===== src/rtl/mc_pkg.sv =====
`timescale 1ns/1ps
package mc_pkg;
  localparam int unsigned NPT    = 5;
  localparam int unsigned NGCLK  = 3;
  localparam int unsigned PTW    = $clog2(NPT);
  localparam int unsigned JS_IDX = 0;
  localparam int unsigned KR_IDX = 1;

  typedef enum logic [1:0] {XS_ZERO, XS_ONE, XS_PT} mc_xsel_e;
  typedef enum logic [1:0] {DS_XOR, DS_PT, DS_PIN} mc_dsrc_e;
  typedef enum logic [2:0] {FM_D, FM_T, FM_JK, FM_SR, FM_LATCH} mc_mode_e;
  typedef enum logic [1:0] {CK_G0, CK_G1, CK_G2, CK_PT} mc_ksel_e;
  typedef enum logic [1:0] {AR_OFF, AR_GCLR, AR_PT, AR_BOTH} mc_arsel_e;

  typedef struct packed {
    logic [NPT-1:0] sum_mask;
    logic           cas_en;
    mc_xsel_e       xor_sel;
    logic [PTW-1:0] xor_pt;
    mc_dsrc_e       d_src;
    logic [PTW-1:0] d_pt;
    mc_mode_e       mode;
    mc_ksel_e       clk_sel;
    logic [PTW-1:0] clk_pt;
    logic           ce_en;
    logic [PTW-1:0] ce_pt;
    mc_arsel_e      ar_sel;
    logic [PTW-1:0] ar_pt;
    logic           ap_en;
    logic [PTW-1:0] ap_pt;
    logic           out_reg;
    logic           fb_reg;
    logic [PTW-1:0] fold_pt;
  } mc_cfg_t;

  localparam int unsigned CFG_W = $bits(mc_cfg_t);

  // Index into the product terms; an index past the last term reads 0.
  function automatic logic pick_pt(logic [NPT-1:0] v, logic [PTW-1:0] idx);
    logic r;
    r = 1'b0;
    for (int k = 0; k < NPT; k++) begin
      if (idx == PTW'(k)) r = v[k];
    end
    return r;
  endfunction
endpackage


===== src/rtl/mc_logic.sv =====
`timescale 1ns/1ps
module mc_logic
  import mc_pkg::*;
(
  input  mc_cfg_t        cfg,
  input  logic [NPT-1:0] pt,
  input  logic           cas_in,
  input  logic           pin_in,
  output logic           sum_o,
  output logic           xor_o,
  output logic           d_o,
  output logic           j_o,
  output logic           k_o,
  output logic           fold_o
);
  logic [NPT-1:0] masked;
  logic           operand;

  genvar g;
  generate
    for (g = 0; g < NPT; g++) begin : g_mask
      assign masked[g] = pt[g] & cfg.sum_mask[g];
    end
  endgenerate

  assign sum_o = (|masked) | (cfg.cas_en & cas_in);

  always_comb begin
    case (cfg.xor_sel)
      XS_ONE:  operand = 1'b1;
      XS_PT:   operand = pick_pt(pt, cfg.xor_pt);
      default: operand = 1'b0;
    endcase
  end

  assign xor_o = sum_o ^ operand;

  always_comb begin
    case (cfg.d_src)
      DS_PT:   d_o = pick_pt(pt, cfg.d_pt);
      DS_PIN:  d_o = pin_in;
      default: d_o = xor_o;
    endcase
  end

  assign j_o    = pt[JS_IDX];
  assign k_o    = pt[KR_IDX];
  assign fold_o = ~pick_pt(pt, cfg.fold_pt);
endmodule


===== src/rtl/mc_ctrl.sv =====
`timescale 1ns/1ps
module mc_ctrl
  import mc_pkg::*;
(
  input  logic             clk,
  input  logic             rst_n,
  input  mc_cfg_t          cfg,
  input  logic [NPT-1:0]   pt,
  input  logic [NGCLK-1:0] gclk,
  input  logic             gclr,
  output logic             lvl_o,
  output logic             tick_o,
  output logic             ar_o,
  output logic             ap_o
);
  logic prev_q;
  logic ce_ok;
  logic ar_pt_v;

  always_comb begin
    lvl_o = pick_pt(pt, cfg.clk_pt);
    if (cfg.clk_sel != CK_PT) begin
      lvl_o = 1'b0;
      for (int k = 0; k < NGCLK; k++) begin
        if (int'(cfg.clk_sel) == k) lvl_o = gclk[k];
      end
    end
  end

  // Level of the selected clock at the previous fabric edge; starts high so
  // a clock already high at reset release is not taken as an edge.
  always_ff @(posedge clk or negedge rst_n) begin
    if (!rst_n) prev_q <= 1'b1;
    else        prev_q <= lvl_o;
  end

  assign ce_ok  = (cfg.clk_sel == CK_PT) | ~cfg.ce_en | pick_pt(pt, cfg.ce_pt);
  assign tick_o = lvl_o & ~prev_q & ce_ok;

  assign ar_pt_v = pick_pt(pt, cfg.ar_pt);
  always_comb begin
    case (cfg.ar_sel)
      AR_GCLR: ar_o = gclr;
      AR_PT:   ar_o = ar_pt_v;
      AR_BOTH: ar_o = gclr | ar_pt_v;
      default: ar_o = 1'b0;
    endcase
  end

  assign ap_o = cfg.ap_en & pick_pt(pt, cfg.ap_pt);

  AST_TICK_ON_RISE: assert property (@(posedge clk) disable iff (!rst_n)
    tick_o |-> (lvl_o && !$past(lvl_o)));
endmodule


===== src/rtl/mc_reg.sv =====
`timescale 1ns/1ps
module mc_reg
  import mc_pkg::*;
(
  input  logic     clk,
  input  logic     rst_n,
  input  mc_mode_e mode,
  input  logic     lvl,
  input  logic     tick,
  input  logic     ar,
  input  logic     ap,
  input  logic     d,
  input  logic     j,
  input  logic     k,
  output logic     q_o
);
  logic q_r;
  logic nxt;

  always_comb begin
    case (mode)
      FM_T:  nxt = q_r ^ d;
      FM_JK: nxt = (j & k) ? ~q_r : (j ? 1'b1 : (k ? 1'b0 : q_r));
      FM_SR: nxt = (j & ~k) ? 1'b1 : ((k & ~j) ? 1'b0 : q_r);
      default: nxt = d;
    endcase
  end

  always_ff @(posedge clk or negedge rst_n) begin
    if (!rst_n) begin
      q_r <= 1'b0;
    end else if (ar) begin
      q_r <= 1'b0;
    end else if (ap) begin
      q_r <= 1'b1;
    end else if (mode == FM_LATCH) begin
      if (lvl) q_r <= d;
    end else if (tick) begin
      q_r <= nxt;
    end
  end

  assign q_o = ar ? 1'b0 : (ap ? 1'b1 : ((mode == FM_LATCH && lvl) ? d : q_r));

  AST_RESET_CLEARS: assert property (@(posedge clk) disable iff (!rst_n)
    ar |=> (q_r == 1'b0));
  AST_PRESET_SETS: assert property (@(posedge clk) disable iff (!rst_n)
    (ap && !ar) |=> (q_r == 1'b1));
  AST_D_CAPTURE: assert property (@(posedge clk) disable iff (!rst_n)
    (mode == FM_D && tick && !ar && !ap) |=> (q_r == $past(d)));
  AST_T_TOGGLE: assert property (@(posedge clk) disable iff (!rst_n)
    (mode == FM_T && tick && d && !ar && !ap) |=> (q_r != $past(q_r)));
  AST_SR_BOTH_HOLD: assert property (@(posedge clk) disable iff (!rst_n)
    (mode == FM_SR && tick && j && k && !ar && !ap) |=> $stable(q_r));
  AST_LATCH_CLOSED: assert property (@(posedge clk) disable iff (!rst_n)
    (mode == FM_LATCH && !lvl && !ar && !ap) |=> $stable(q_r));
endmodule


===== src/rtl/pld_macrocell.sv =====
`timescale 1ns/1ps
module pld_macrocell
  import mc_pkg::*;
(
  input  logic             clk,
  input  logic             rst_n,
  input  logic [CFG_W-1:0] cfg_bits,
  input  logic [NPT-1:0]   pt,
  input  logic             cas_in,
  input  logic             pin_in,
  input  logic [NGCLK-1:0] gclk,
  input  logic             gclr,
  output logic             pin_out,
  output logic             fb_out,
  output logic             cas_out,
  output logic             fold_out
);
  mc_cfg_t cfg;
  logic sum_w, xor_w, d_w, j_w, k_w, fold_w;
  logic lvl_w, tick_w, ar_w, ap_w, q_w;

  assign cfg = mc_cfg_t'(cfg_bits);

  mc_logic u_logic (
    .cfg    (cfg),
    .pt     (pt),
    .cas_in (cas_in),
    .pin_in (pin_in),
    .sum_o  (sum_w),
    .xor_o  (xor_w),
    .d_o    (d_w),
    .j_o    (j_w),
    .k_o    (k_w),
    .fold_o (fold_w)
  );

  mc_ctrl u_ctrl (
    .clk    (clk),
    .rst_n  (rst_n),
    .cfg    (cfg),
    .pt     (pt),
    .gclk   (gclk),
    .gclr   (gclr),
    .lvl_o  (lvl_w),
    .tick_o (tick_w),
    .ar_o   (ar_w),
    .ap_o   (ap_w)
  );

  mc_reg u_reg (
    .clk   (clk),
    .rst_n (rst_n),
    .mode  (cfg.mode),
    .lvl   (lvl_w),
    .tick  (tick_w),
    .ar    (ar_w),
    .ap    (ap_w),
    .d     (d_w),
    .j     (j_w),
    .k     (k_w),
    .q_o   (q_w)
  );

  assign pin_out  = cfg.out_reg ? q_w : xor_w;
  assign fb_out   = cfg.fb_reg  ? q_w : xor_w;
  assign cas_out  = sum_w;
  assign fold_out = fold_w;

  AST_GATED_NO_TICK: assert property (@(posedge clk) disable iff (!rst_n)
    (cfg.clk_sel != CK_PT && cfg.ce_en && !pick_pt(pt, cfg.ce_pt)) |-> !tick_w);
endmodule


===== config.mk =====
export PLATFORM = sky130hd
export DESIGN_NAME = pld_macrocell
export DESIGN_NICKNAME = d
export VERILOG_FILES = /design/src/rtl/mc_pkg.sv /design/src/rtl/mc_logic.sv /design/src/rtl/mc_ctrl.sv /design/src/rtl/mc_reg.sv /design/src/rtl/pld_macrocell.sv
export SDC_FILE = /design/constraint.sdc
export NUM_CORES = 1
export LEC_CHECK = 0
export ABC_CLOCK_PERIOD_IN_PS = 2200
export CORE_ASPECT_RATIO = 1.5
export CORE_MARGIN = 5
export CORE_UTILIZATION = 31
export CTS_CLUSTER_DIAMETER = 150
export DETAILED_ROUTE_END_ITERATION = 8
export PLACE_DENSITY = 0.81
export REMOVE_ABC_BUFFERS = 1
export SETUP_SLACK_MARGIN = 0.05
export SYNTH_ARGS = -nofsm -noshare
export SYNTH_HDL_FRONTEND = slang
export SYNTH_SLANG_ARGS = --single-unit

===== constraint.sdc =====
create_clock -name clk -period 2.2 [get_ports clk]
set_input_delay 0.22 -clock clk [delete_from_list [all_inputs] [get_ports clk]]
set_output_delay 0.22 -clock clk [all_outputs]
set_load 0.01 [all_outputs]

# After elaboration in Yosys (flattened, before gate mapping)
# Cells that the tools add are included.
dict set report totals {
  mem_count 0
  register_bits 2
  mem_bits_rw 0
  wordCells 142
  out_inout_bits 4
  rom_bits 0
  in_bits 55
  latch_bits 0
}
dict set report classes {
  div 0
  reduce_logical 12
  bitwise_logic 24
  add_sub_neg 0
  shifts 0
  mul 0
  muxes 58
  order_cmp 0
  eq_ne 46
}
# cell count
set ops {}
lappend ops {{$mux W1} 54}
lappend ops {{$eq A3 B2 Y1 const B} 16}
lappend ops {{$eq A3 B1 Y1 const B} 8}
lappend ops {{$eq A3 B3 Y1 const B} 8}
lappend ops {{$logic_not A3 Y1} 7}
lappend ops {{$eq A2 B2 Y1 const B} 7}
lappend ops {{$and A1 B1 Y1} 12}
lappend ops {{$ne A7 B3 Y1 const B} 1}
lappend ops {{$eq A2 B1 Y1 const B} 3}
lappend ops {{$ne A6 B1 Y1 const B} 1}
lappend ops {{$not A1 Y1} 6}
lappend ops {{$pmux W1 S3} 2}
lappend ops {{$reduce_or A5 Y1} 1}
lappend ops {{$ne A4 B2 Y1 const B} 1}
lappend ops {{$or A1 B1 Y1} 4}
lappend ops {{$pmux W1 S2} 2}
lappend ops {{$reduce_and A4 Y1} 1}
lappend ops {{$reduce_bool A4 Y1} 1}
lappend ops {{$logic_not A2 Y1} 1}
lappend ops {{$ne A2 B2 Y1 const B} 1}
lappend ops {{$xor A1 B1 Y1} 2}
lappend ops {{$logic_and A1 B1 Y1} 1}

# Depth between registers and ports, before layout
# Gate-level depths: netlist (run 1).
dict set report logic_depth {
  ltp_word 15
  depth_mapped 9
  depth_no_buf 8
}

# Hierarchy
# From an unflattened synthesis (run 1), not the netlist that was laid out.
dict set report hier_totals {
  hier_cells 91
  area_unflattened_um2 758.2
}
# module n_inst area_each_um2 seq_area_each_um2 cells_per_inst
set by_module_without_submodules {}
lappend by_module_without_submodules {mc_logic 1 281.5 0.0 34}
lappend by_module_without_submodules {mc_ctrl 1 275.3 26.3 31}
lappend by_module_without_submodules {mc_reg 1 175.2 25.0 24}
lappend by_module_without_submodules {pld_macrocell 1 26.3 0.0 2}

# Least setup slack after synthesis (run 1)
# Ideal clock, no wire load.
dict set report synth_timing {
  kind {input -> output}
  startpoint {input port pt[0]}
  endpoint {output port fb_out}
  path_stages 7
  path_slack_ns -0.140
  t_arrival_ns 2.120
  path_cell_list {buf_6 > mux4_2 > mux2_2 > a221oi_2 > a21oi_2 > or4b_4 > a31o_1}
}
dict set report synth_between {
  elab_chain_len 12
}
# item line_no
set synth_lines {}
lappend synth_lines {{start, declared} pld_macrocell.sv:8} ;# input logic [NPT-1:0] pt,
lappend synth_lines {{$mux W1 (5 in a row)} mc_pkg.sv:43} ;# if (idx == PTW'(k)) r = v[k];
lappend synth_lines {{$pmux W1 S2} mc_logic.sv:29} ;# case (cfg.xor_sel)
lappend synth_lines {{$xor A1 B1 Y1} mc_logic.sv:36} ;# assign xor_o = sum_o ^ operand;
lappend synth_lines {{$pmux W1 S2} mc_logic.sv:39} ;# case (cfg.d_src)
lappend synth_lines {{$mux W1 (3 in a row)} mc_reg.sv:43} ;# assign q_o = ar ? 1'b0 : (ap ? 1'b1 : ((mode == FM_LATCH && lvl) ? d : q_r));
lappend synth_lines {{$mux W1 (*)} pld_macrocell.sv:65} ;# assign fb_out = cfg.fb_reg ? q_w : xor_w;
lappend synth_lines {{end, declared} pld_macrocell.sv:14} ;# output logic fb_out,
# Every way passes the cells marked *; elsewhere a longest branch is shown, timed or not.

# Worst setup path after layout (run 1)
dict set report layout_timing {
  startpoint {input port cfg_bits[27]}
  endpoint {output port pin_out}
}
dict set report layout_between {
  elab_chain_len 11
}
# item line_no
set layout_lines {}
lappend layout_lines {{start, declared} pld_macrocell.sv:7} ;# input logic [CFG_W-1:0] cfg_bits,
lappend layout_lines {{$logic_not A3 Y1} mc_pkg.sv:43}
lappend layout_lines {{$mux W1 (4 in a row)} mc_pkg.sv:43}
lappend layout_lines {{$mux W1 (*)} mc_pkg.sv:43}
lappend layout_lines {{$pmux W1 S2 (*)} mc_logic.sv:39}
lappend layout_lines {{$mux W1 (*) (3 in a row)} mc_reg.sv:43}
lappend layout_lines {{$mux W1 (*)} pld_macrocell.sv:64} ;# assign pin_out = cfg.out_reg ? q_w : xor_w;
lappend layout_lines {{end, declared} pld_macrocell.sv:13} ;# output logic pin_out,
# Marked as above.

==> results of run 1 <==
## worst max-delay path, stage by stage
cell      delay, ps
buf_6            70
mux4_2          470
mux2_4          300
a221oi_4        240
a21oi_2          60
or4b_4          490
a31o_1          210
buf_2           130
## cell usage after synthesis (all sizes together)
library cell	n	area (µm²)
o32ai	1	8.76
or2b	1	7.51
mux2i	6	60.1
nor3	2	10.0
inv	10	37.5
dfrtp	1	25.0
mux4	6	150
clkbuf	1	3.75
nand3	2	10.0
buf	1	11.3
a2bb2oi	1	8.76
a311oi	1	8.76
a21oi	8	43.8
xor2	1	8.76
a31oi	1	6.26
nand2b	2	12.5
nor3b	3	22.5
dfstp	1	26.3
or4b	1	13.8
a22o	1	8.76
a31o	2	17.5
a22oi	3	22.5
nor4bb	1	10.0
a311o	1	10.0
nor2	8	30.0
nor4b	1	8.76
nand4	1	6.26
ha	7	87.6
o2111ai	1	8.76
mux2	1	11.3
o21ai	5	25.0
o41ai	1	8.76
a221oi	1	15.0
nor2b	2	12.5
o22ai	1	6.26
nand3b	2	15.0
nand2	7	26.3
## per-layer routing
layer	track usage, %	vias up
met1	17.0	529
met4	8.45	0
met2	35.7	68
li1	-	543
met3	6.57	12
met5	0	-
## sequential cells by signal (all words and copies together) (netlist names)
name,cells
u_reg.q_r,1
u_ctrl.prev_q,1
## cell families (layout without fill, tap and decap cells)
group,Yosys count,after routing,share of synthesized area [%]
buf+inv,12,97,6.52
xor+xnor,1,1,1.09
simple gates,33,33,23.0
fa+ha+maj,7,7,10.9
mux,13,13,27.5
compound gates,28,28,24.7
flops,2,2,6.37
## through the flow
stage / total power, µW / area (µm²) / setup slack [ps] / TNS (ps)
after floorplan: 166 / 791 / -112 / -224
after global placement: 358 / 1550 / -1060 / -2720
after detailed placement: 368 / 1550 / -1130 / -2910
after CTS: 508 / 1670 / -206 / -411
after global routing: 543 / 1680 / -331 / -633
final: 507 / 1680 / -226 / -420
## area by class of cell
| class | count | area, µm² |
|---|---|---|
| inverters | 10 | 37.5 |
| multi-input cells | 82 | 773 |
| repair buffers | 83 | 761 |
| flip-flops and latches | 2 | 51.3 |
| fillers | 184 | 798 |
| well taps | 24 | 30.0 |
| clock buffers | 4 | 26.3 |
## how the worst max path moves through the flow
| stage | startpoint | to | slack [ps] | cells after the start |
|---|---|---|---|---|
| after floorplan | cfg_bits[34] | fb_out | -110 | 8 |
| after global placement | cfg_bits[34] | pin_out | -1060 | 10 |
| after detailed placement | cfg_bits[27] | pin_out | -1130 | 8 |
| after CTS | cfg_bits[27] | pin_out | -210 | 8 |
| after global routing | cfg_bits[34] | pin_out | -330 | 10 |
| final | cfg_bits[27] | pin_out | -230 | 8 |
## power breakdown
group	switching, µW	internal [µW]	leakage [µW]
sequential	9.20	44.5	0.0000234
clock	28.1	67.9	0.0000150
combinational	134	223	0.000697
total	171	336	0.000736
## repair_timing
action / 4_1_cts / 5_1_grt
pin swaps: 12 / 5
setup endpoints to repair: 4 / 3
hold buffers: 0 / 0
gates resized for setup: 72 / 11
setup buffers: 9 / 1
==> impl_metrics.yaml, run 1 <==
clock_tree:
  tritoncts: "built"
  path_clk_slew_ps: 40
  clkLatencyLatePin_ps: 230
  cts_buffer_depth: 2
  cts-htree-levels: 1
  cts_root_buf: "clkbuf_4"
  cts_inserted_buffers: 3
  cts_sinks: 2
job:
  maxCapViolations: 0
layout:
  finish.net_count: 244
  final_cells: 205
  drive_gt1_share_pct: 32.0
  layout_commonest_cell: "clkdlybuf4s50_1"
  post-route-util_pct: 67.8
  final_cell_mix: "clkdlybuf4s50_1 (39), buf_4 (22), buf_6 (11)"
  syn_to_final_growth_pct: 108
  antenna_cells: 0
worst_setup_path:
  ff2ff_setup_slack_ps: 720
  critical_path_class: "input pin to primary output"
  rr_worst_depth: 6
  startpoint_type: "input pin"
  cp.arrival_ps: 2210
  cp-end-kind: "primary output"
  r2r_end: "u_reg.q_r"
  required_ps: 1980
  path_max_fanout: 2
  r2r-start: "u_reg.q_r"
drt:
  drt-wirelength-per-cell_um: 16.7
  via_per_inst: 5.62
  first_pass_iters: 4
  drt_iter0_markers: 23
  finalWirelength_um: 3430
  dr_wl_met2_um: 1820
  routed.top_layer: "met4"
  drcViolationCount: 0
  drtAntennaViolNets: 0
  drt-met1-wl_um: 1130
  met3_length_um: 368
  vias: 1152
global_routing:
  grt_pass1_vias: 1319
  grt_pass1_wl_um: 5450
  grt_max_degree: 12
  grt_antenna_before_repair: 0
  grt-ovfl-total: 0
  grt_usage_pct: 18.7
floorplan:
  die-height_um: 72.4
  die_w_um: 51.6
  core_mm2: 0.00248
  ios: 59
  die_area_mm2: 0.00374
  num_rows: 22
  start_util_pct: 32.5
logic_synthesis:
  ys_types: 39
  yosysWarnings: 0
  ys_ff_latch: 2
  syn-cell-area_um2: 806
  synth-seq-area-share_pct: 6.37
  synthCells: 96
  synth_area_per_cell_um2: 8.39
placement:
  place.gp.congestion: 0.889
  portBuffers: 58
  dp_hpwl_um: 2790
  place_inst: 196
timing:
  tightest_slew_ps: 362
  fmax_ghz: 0.412
  finalHoldViolations: 0
  rsz0062_at_grt: "true"
  fin_ws_ps: -226
  finClkSkew_ps: 6.55
  setup_viol: 2
  slew_violations: 0
  timing.hold.ws_ps: 147
  min_period_ps: 2430
  finalCritPeriodShare_pct: 110
  slew_headroom_pct: 75.6
min_path:
  hp-class: "input pin to asynchronous set/reset pin"
power_and_ir_drop:
  p_leak_uw: 0.000736
  pwr_density_cell_mw_per_mm2: 302
  irDropWorstVdd_v: 0.000191
status:
  violations: "negative setup slack"
  status: "finished, violations left"
(Power assumes the default switching activity.)
==> inputs of run 2 (changes only) <==
--- a/config.mk
+++ b/config.mk
@@ -11,6 +11,7 @@
 export CORE_UTILIZATION = 31
 export CTS_CLUSTER_DIAMETER = 150
 export DETAILED_ROUTE_END_ITERATION = 8
+export HOLD_SLACK_MARGIN = 0.05
 export PLACE_DENSITY = 0.81
 export REMOVE_ABC_BUFFERS = 1
 export SETUP_SLACK_MARGIN = 0.05
==> results of run 2 <==
No change in the layout: final DEF, timing and power equal those of run 1.
==> inputs of run 3 (changes only) <==
--- a/config.mk
+++ b/config.mk
@@ -13,7 +13,6 @@
 export DETAILED_ROUTE_END_ITERATION = 8
 export HOLD_SLACK_MARGIN = 0.05
 export PLACE_DENSITY = 0.81
-export REMOVE_ABC_BUFFERS = 1
 export SETUP_SLACK_MARGIN = 0.05
 export SYNTH_ARGS = -nofsm -noshare
 export SYNTH_HDL_FRONTEND = slang
==> impl_metrics.yaml, run 3 (synthesis results as in run 1) <==
status:
  status: "finished, violations left"
  violations: "negative setup slack"
timing:
  tightest_slew_ps: 333
  slew_headroom_pct: 77.8
  finalCritPeriodShare_pct: 110
  timing.hold.ws_ps: 142
  finClkSkew_ps: 8.91
  min_period_ps: 2410
  setup_viol: 2
  slew_violations: 0
  finalHoldViolations: 0
  rsz0062_at_grt: "true"
  fmax_ghz: 0.414
  fin_ws_ps: -213
drt:
  via_per_inst: 5.88
  dr_wl_met2_um: 2150
  drtAntennaViolNets: 0
  drt-wirelength-per-cell_um: 18.4
  routed.top_layer: "met4"
  vias: 1234
  first_pass_iters: 4
  drt-met1-wl_um: 1260
  drt_iter0_markers: 52
  met3_length_um: 329
  finalWirelength_um: 3860
  drcViolationCount: 0
floorplan:
  die_w_um: 51.6
  ios: 59
  start_util_pct: 32.5
  num_rows: 22
  die_area_mm2: 0.00374
  die-height_um: 72.4
  core_mm2: 0.00248
worst_setup_path:
  startpoint_type: "input pin"
  required_ps: 1980
  path_max_fanout: 7
  ff2ff_setup_slack_ps: 800
  cp.arrival_ps: 2190
  cp-end-kind: "primary output"
  critical_path_class: "input pin to primary output"
min_path:
  hp-class: "input pin to asynchronous set/reset pin"
layout:
  final_cell_mix: "clkdlybuf4s50_1 (39), buf_4 (27), inv_1 (9)"
  finish.net_count: 249
  antenna_cells: 0
  final_cells: 210
  drive_gt1_share_pct: 36.6
  layout_commonest_cell: "clkdlybuf4s50_1"
  syn_to_final_growth_pct: 121
  largestRegisters: "u_ctrl.prev_q: 1 flops, u_reg.q_r: 1 flops"
global_routing:
  grt_max_degree: 11
  grt-ovfl-total: 0
  grt_pass1_wl_um: 5820
  grt_pass1_vias: 1355
  grt_antenna_before_repair: 0
  grt_usage_pct: 19.8
clock_tree:
  path_clk_slew_ps: 40
  cts-htree-levels: 1
  clkLatencyLatePin_ps: 240
  cts_hold_buf: 0
  cts_sinks: 2
  cts_root_buf: "clkbuf_4"
  cts_buffer_depth: 2
  tritoncts: "built"
  cts_inserted_buffers: 3
placement:
  place_inst: 198
  place.gp.congestion: 0.912
  portBuffers: 58
  dp_hpwl_um: 2880
power_and_ir_drop:
  pwr_density_cell_mw_per_mm2: 293
  p_comb_share_pct: 71.3
  pwr-share-clk_pct: 18.6
  p_leak_uw: 0.000786
  power_uw: 523
  p_sw_share_pct: 34.3
  p_int_uw: 343
  seqPwrFrac_pct: 10.1
  p_switching_uw: 180
  irDropWorstVdd_v: 0.000185
job:
  maxCapViolations: 0
logic_synthesis:
  synthesis.nets: 158
run 3: cell count changes in the layout (fill, tap and decap cells not counted), moves of 2 or more:
cell    delta
nor2_2     +2
nor2_1     -2
buf_4      +5
mux4_2     -2
buf_6      -5
buf_8      +3
mux4_1     +2
run 3: final cells by class:
cell class	instances	area, µm²
Multi-Input combinational cell	82	821
Tap cell	24	30.0
Timing Repair Buffer	88	813
Inverter	10	40.0
Clock buffer	4	26.3
Sequential cell	2	51.3
Fill cell	179	696
run 3: what timing repair did:
| item | in CTS | in global routing |
|---|---|---|
| setup endpoints to repair | 4 | 3 |
| buffers inserted | 7 | 2 |
| resized for setup | 67 | 23 |
| pin swaps | 10 | 13 |
run 3: path summary, 6_finish.rpt:
path                            from            end  cells after the start
setup / recovery               pt[3]        pin_out                     10
hold / removal                 rst_n      u_reg.q_r                      1
setup reg to reg           u_reg.q_r      u_reg.q_r                      6
hold reg to reg            u_reg.q_r      u_reg.q_r                      2
max in group asynchronous      rst_n  u_ctrl.prev_q                      1
min in group clk           u_reg.q_r      u_reg.q_r                      2
run 3: power by group through the flow:
stage	logic [µW]	registers, µW	clock network, µW
2_1_floorplan	123	50.1	0
3_3_place_gp	309	52.0	0
3_5_place_dp	323	51.6	0
4_1_cts	342	52.0	105
5_1_grt	401	54.3	109
6_report	373	52.6	97.3
run 3: critical path, cell delays in order:
cell	delay, ps
buf_6	90
buf_4	150
mux2i_2	250
nor4bb_4	100
o41ai_4	270
xor2_2	210
a21oi_2	80
or4b_4	490
a31o_1	190
buf_2	130
run 3: stage by stage:
| stage | cell area (µm²) | TNS, ps | util (%) | worst slack [ps] |
|---|---|---|---|---|
| 2_1_floorplan | 813 | -80.0 | - | -40.0 |
| 3_3_place_gp | 1580 | -2630 | 63.9 | -977 |
| 3_5_place_dp | 1580 | -3090 | 63.9 | -1090 |
| 4_1_cts | 1680 | -543 | 67.9 | -287 |
| 5_1_grt | 1780 | -566 | 71.9 | -286 |
| 6_report | 1780 | -422 | 71.9 | -213 |
run 3: per-layer routing:
layer,track usage [%],up-vias
met4,9.04,0
li1,-,558
met1,18.7,583
met2,39.7,80
met3,3.29,13
met5,0,-
